## config.mk

```make
export PLATFORM = sky130hd
export DESIGN_NAME = fpe_interlock
export DESIGN_NICKNAME = d
export VERILOG_FILES = /design/src/rtl/fpe_pkg.sv /design/src/rtl/fpe_range_decode.sv /design/src/rtl/fpe_ctl_reg.sv /design/src/rtl/fpe_capture.sv /design/src/rtl/fpe_interlock.sv
export SDC_FILE = /design/constraint.sdc
export NUM_CORES = 1
export LEC_CHECK = 0
export BUFFER_PORTS_ARGS = -buffer_cell sky130_fd_sc_hd__buf_2
export CAP_MARGIN = 20
export CORE_MARGIN = 2
export CORE_UTILIZATION = 30
export CTS_BUF_LIST = sky130_fd_sc_hd__clkbuf_8
export CTS_CLUSTER_DIAMETER = 100
export DETAILED_ROUTE_END_ITERATION = 16
export PLACE_DENSITY = 0.52
export RECOVER_POWER = 25
export SYNTH_ARGS = -nofsm -noshare
export SYNTH_HDL_FRONTEND = slang
export SYNTH_HIERARCHICAL = 1
export SYNTH_SLANG_ARGS = --single-unit
```

## constraint.sdc

```tcl
create_clock -name clk -period 3.84 [get_ports clk]
set_input_delay 0.384 -clock clk [delete_from_list [all_inputs] [get_ports clk]]
set_output_delay 0.384 -clock clk [all_outputs]
set_load 0.01 [all_outputs]
```

## src/rtl/fpe_pkg.sv

```systemverilog
package fpe_pkg;
  localparam int ARM_BIT   = 0;
  localparam int MODE_BIT  = 1;
  localparam int DRIVE_BIT = 2;
  localparam int CTL_W     = 3;

  typedef struct packed {
    logic drive;
    logic mode;
    logic arm;
  } fpe_ctl_t;
endpackage

```

## src/rtl/fpe_range_decode.sv

```systemverilog
module fpe_range_decode #(
  parameter int AW     = 16,
  parameter int ARR_LO = 16'h8000,
  parameter int ARR_HI = 16'hFFFF
) (
  input  logic [AW-1:0] addr,
  output logic          hit
);
  localparam logic [AW-1:0] LO = AW'(ARR_LO);
  localparam logic [AW-1:0] HI = AW'(ARR_HI);

  always_comb hit = (addr >= LO) && (addr <= HI);
endmodule

```

## src/rtl/fpe_ctl_reg.sv

```systemverilog
module fpe_ctl_reg
  import fpe_pkg::*;
(
  input  logic             clk,
  input  logic             rst,
  input  logic             wr,
  input  logic [CTL_W-1:0] wdata,
  input  logic             cap_q,
  output fpe_ctl_t         ctl_q,
  output logic             arm_drop
);
  fpe_ctl_t ctl_d;
  logic     drive_ok;

  // the drive bit may rise only from a captured, armed state that stays armed
  always_comb drive_ok = ctl_q.arm && cap_q && wdata[ARM_BIT];

  always_comb begin
    ctl_d    = ctl_q;
    arm_drop = 1'b0;
    if (wr) begin
      if (ctl_q.drive) begin
        ctl_d.drive = wdata[DRIVE_BIT];
      end else begin
        ctl_d.arm   = wdata[ARM_BIT];
        ctl_d.mode  = wdata[MODE_BIT];
        ctl_d.drive = wdata[DRIVE_BIT] && drive_ok;
        arm_drop    = ctl_q.arm && !wdata[ARM_BIT];
      end
    end
  end

  always_ff @(posedge clk) begin
    if (rst) ctl_q <= '0;
    else     ctl_q <= ctl_d;
  end

  assert_arm_frozen_R6: assert property (@(posedge clk) disable iff (rst)
    ctl_q.drive |=> ctl_q.arm);
  assert_mode_frozen_R7: assert property (@(posedge clk) disable iff (rst)
    ctl_q.drive |=> $stable(ctl_q.mode));
  assert_drive_clear_R10: assert property (@(posedge clk) disable iff (rst)
    (wr && !wdata[DRIVE_BIT]) |=> !ctl_q.drive);
endmodule

```

## src/rtl/fpe_capture.sv

```systemverilog
module fpe_capture #(
  parameter int AW = 16,
  parameter int DW = 8
) (
  input  logic          clk,
  input  logic          rst,
  input  logic          armed,
  input  logic          clear,
  input  logic          wr_hit,
  input  logic [AW-1:0] addr,
  input  logic [DW-1:0] data,
  output logic          cap_q,
  output logic [AW-1:0] addr_q,
  output logic [DW-1:0] data_q
);
  logic take;

  always_comb take = armed && !cap_q && wr_hit;

  always_ff @(posedge clk) begin
    if (rst) begin
      cap_q  <= 1'b0;
      addr_q <= '0;
      data_q <= '0;
    end else if (clear) begin
      cap_q <= 1'b0;
    end else if (take) begin
      cap_q  <= 1'b1;
      addr_q <= addr;
      data_q <= data;
    end
  end

  assert_latch_hold_R4: assert property (@(posedge clk) disable iff (rst)
    cap_q |=> ($stable(addr_q) && $stable(data_q)));
  assert_cap_needs_arm_R2: assert property (@(posedge clk) disable iff (rst)
    $rose(cap_q) |-> $past(armed && wr_hit));
endmodule

```

## src/rtl/fpe_interlock.sv

```systemverilog
module fpe_interlock
  import fpe_pkg::*;
#(
  parameter int AW     = 16,
  parameter int DW     = 8,
  parameter int ARR_LO = 16'h8000,
  parameter int ARR_HI = 16'hFFFF
) (
  input  logic             clk,
  input  logic             rst,
  input  logic             ctl_wr,
  input  logic [CTL_W-1:0] ctl_wdata,
  input  logic             arr_wr,
  input  logic [AW-1:0]    arr_addr,
  input  logic [DW-1:0]    arr_wdata,
  output logic [CTL_W-1:0] ctl_rdata,
  output logic             cap_valid,
  output logic [AW-1:0]    lat_addr,
  output logic [DW-1:0]    lat_data,
  output logic             erase_mode,
  output logic             hv_en
);
  fpe_ctl_t ctl_q;
  logic     in_range;
  logic     arm_drop;
  logic     cap_q;

  fpe_range_decode #(.AW(AW), .ARR_LO(ARR_LO), .ARR_HI(ARR_HI)) dec_i (
    .addr (arr_addr),
    .hit  (in_range)
  );

  fpe_ctl_reg ctl_i (
    .clk      (clk),
    .rst      (rst),
    .wr       (ctl_wr),
    .wdata    (ctl_wdata),
    .cap_q    (cap_q),
    .ctl_q    (ctl_q),
    .arm_drop (arm_drop)
  );

  fpe_capture #(.AW(AW), .DW(DW)) cap_i (
    .clk    (clk),
    .rst    (rst),
    .armed  (ctl_q.arm),
    .clear  (arm_drop),
    .wr_hit (arr_wr && in_range),
    .addr   (arr_addr),
    .data   (arr_wdata),
    .cap_q  (cap_q),
    .addr_q (lat_addr),
    .data_q (lat_data)
  );

  always_comb begin
    ctl_rdata  = ctl_q;
    cap_valid  = cap_q;
    erase_mode = ctl_q.mode;
    hv_en      = ctl_q.drive;
  end

  assert_drive_needs_capture_R5: assert property (@(posedge clk) disable iff (rst)
    hv_en |-> (ctl_q.arm && cap_q));
  assert_no_outside_capture_R3: assert property (@(posedge clk) disable iff (rst)
    $rose(cap_q) |-> $past(in_range));
  assert_disarm_clears_R9: assert property (@(posedge clk) disable iff (rst)
    $fell(ctl_q.arm) |-> !cap_q);
  assert_reset_state_R1: assert property (@(posedge clk)
    $past(rst) |-> (ctl_rdata == '0 && !cap_q));
endmodule

```

==> flow_metrics.tcl <==
set metrics [dict create \
    outcome "complete, but fails checks" \
    violations "capacitance limit, slew limit" \
    synthCells 124 \
    max_stage_delay_ns 1.07 \
    p_sw_mw 0.110 \
    r2r_end "cap_i/addr_q[0]$_SDFFE_PP0P_" \
    synth_top_area_share_pct 43.4 \
    tightest_slew_ns 1.51 \
    rsz0062_at_grt "false" \
    hold_ws_ns 0.355 \
    gp_congestion 0.694 \
    detail_route.first_pass.iterations 2 \
    ctsResizeCount 0 \
    final_area_sq_um 1590 \
    drive_above_1_share_pct 30.5 \
    htree_levels 1 \
    first_global_vias 947 \
    report.final.slew_viol_count 53 \
    drc 0 \
    hp-class "primary input to register" \
    cts_hold_buf 0 \
    synthArstFlopShare_pct 0 \
    cp-end-kind "register" \
    hp-start "ctl_wdata[1]" \
    pwr-share-clk_pct 29.7 \
    fmax_mhz 612 \
    fin_ws_ns 2.21 \
    cts_buffers 3 \
    crit_required_ns 3.98 \
    switching_share_pct 21.7 \
    setup.worst_path.class "primary input to register" \
    synthMostInstantiatedCell "nand2b_1" \
    max_cap_violations 1 \
    synth_edf_count 0 \
    p_leak_nw 0.672 \
    dp.cells 224 \
    port_buffers 60 \
    cts_root_buffer "clkbuf_8" \
    internal_power_mw 0.398 \
    placed_area_sq_um 1570 \
    ioPinCount 61 \
    die_h_microns 69.6 \
    fin_cells 227 \
    dp_slack_ns 2.07 \
    cts_setup_buffers 0 \
    power_density_nw_per_um2 319 \
    die_area_sq_um 4850 \
    vias_per_cell 4.36 \
    netlist_area_sq_um 1290 \
    ff2ff_path_depth 5 \
    period_share_pct 42.5 \
    num-nets-final 210 \
    hpwl_microns 1960 \
    clock_path_buffers 2 \
    r2r_slack_ns 2.24 \
    skew_ns 0.00210 \
    post_synth_num_cell_types 17 \
    ys_top_cells_by_area "dfxtp_1, nand2b_1, mux2i_1" \
    synth_fp_nets 155 \
    setup_tns_ns 0 \
    slowest_stage "clkbuf_1" \
    die_width_microns 69.6 \
    routed-via-count 989 \
    min_to "ctl_i/ctl_q[1]$_SDFFE_PP0P_" \
    r2r-start "ctl_i/ctl_q[2]$_SDFFE_PP0P_" \
    antenna_found_initial 0 \
    grt_pass1_wl_microns 4280 \
    synth_area_per_cell_sq_um 10.4 \
    cts_tree "done" \
    finish.utilization_pct 39.0 \
    initial_utilization_pct 31.6 \
    wl_per_cell_microns 11.9 \
    yosys-top-cells-count "nand2b_1, dfxtp_1, mux2i_1" \
    yosysSeqAreaShare_pct 43.4 \
    critPathMaxFanout 52 \
    irDropWorstVdd_mv 0.123 \
    grt_max_degree 53 \
    power_mw 0.508 \
    synth_top_area_cell "dfxtp_1" \
    clk_latency_ns 0.26 \
    path_cells "clkbuf_1 -> nand2b_1 -> mux2i_1" \
    area_delta_synth_final_pct 23.2 \
    first_iter_violations 21 \
    setup_viol 0 \
    diodes 0 \
    max_slew_margin_pct -0.867 \
    rows 23 \
    clkTransAtPathRegs_ns 0.09 \
    layout_min_cycle_time_ns 1.63 \
    grt.overflow.total 0 \
    synth_seq_cells 28 \
    drtAntennaViolNets 0 \
    cp-start-kind "primary input" \
    hold_violations 0 \
    ys.flop_type "dfxtp_1" \
    coreArea_sq_um 4090 \
    whs_path_depth 3 \
    grt_usage_pct 10.7 \
    combPwrFrac_pct 11.3 \
    yosysWarnings 6 \
    worstPathArrival_ns 1.77 \
    cts_num_sinks 28 \
    seq_power_share_pct 59.0 \
    drt_wl_total_microns 2710 \
]
-- how the worst max path moves through the flow --
stage                                      from                            end  cells after the start
floorplan                                ctl_wr   cap_i/addr_q[0]$_SDFFE_PP0P_                      6
global placement                         ctl_wr   cap_i/data_q[2]$_SDFFE_PP0P_                      6
detailed placement                       ctl_wr  cap_i/addr_q[14]$_SDFFE_PP0P_                      6
CTS                 ctl_i/ctl_q[2]$_SDFFE_PP0P_  cap_i/addr_q[14]$_SDFFE_PP0P_                      5
global route                                rst  cap_i/addr_q[14]$_SDFFE_PP0P_                      3
finish                                      rst   cap_i/addr_q[1]$_SDFFE_PP0P_                      3
-- cell type report --
class                      instances  area [sq um]
fill                             442          2490
multi-input combinational         85           634
sequential                        28           561
timing repair buffer              61           294
tap                               50          62.6
clock buffer                       3          41.3
-- critical path, delay by kind of cell --
family	cells	cell delay [ns]
multiplexers	1	0.08
buffers and inverters	1	1.07
AND/OR/NAND/NOR	1	0.23
-- cell usage in the layout (no fill, tap or decap) --
| master | count |
|---|---|
| nor2_1 | 2 |
| and3b_1 | 1 |
| buf_2 | 49 |
| nor2b_1 | 1 |
| nor2b_2 | 1 |
| clkbuf_8 | 3 |
| and2_1 | 1 |
| and4bb_1 | 1 |
| buf_4 | 1 |
| a21oi_1 | 1 |
| mux2i_1 | 26 |
| dfxtp_1 | 28 |
| nor3_1 | 2 |
| clkbuf_1 | 11 |
| a41oi_1 | 1 |
| nand2b_1 | 48 |
-- power groups by stage --
stage / Clock [mW] / Combinational (mW) / Sequential [mW]
final: 0.151 / 0.0577 / 0.300
after global placement: 0 / 0.0578 / 0.306
after CTS: 0.164 / 0.0598 / 0.300
after detailed placement: 0 / 0.0595 / 0.307
after floorplan: 0 / 0.0332 / 0.309
after global routing: 0.175 / 0.0636 / 0.301
-- routing by layer --
metal	track usage [%]	vias up	share of wire (%)
li1	-	503	-
met1	12.1	453	43
met2	19.2	31	50
met3	2.76	2	6.2
met4	3.85	0	0.52
met5	0	-	0
-- cell families after synthesis --
| family | Yosys count | synth area share (%) |
|---|---|---|
| and+or+nand+nor | 57 | 28.5 |
| DFF | 28 | 43.4 |
| muxes | 26 | 20.1 |
| buffers and inverters | 11 | 6.97 |
| AOI/OAI and AO/OA | 2 | 1.06 |
-- registers in the layout, summed over array words and instances (netlist names) --
signal / flops
cap_i/addr_q: 16
cap_i/cap_q: 1
cap_i/data_q: 8
ctl_i/ctl_q: 3
Note: power is estimated with default switching activity, not from simulation.
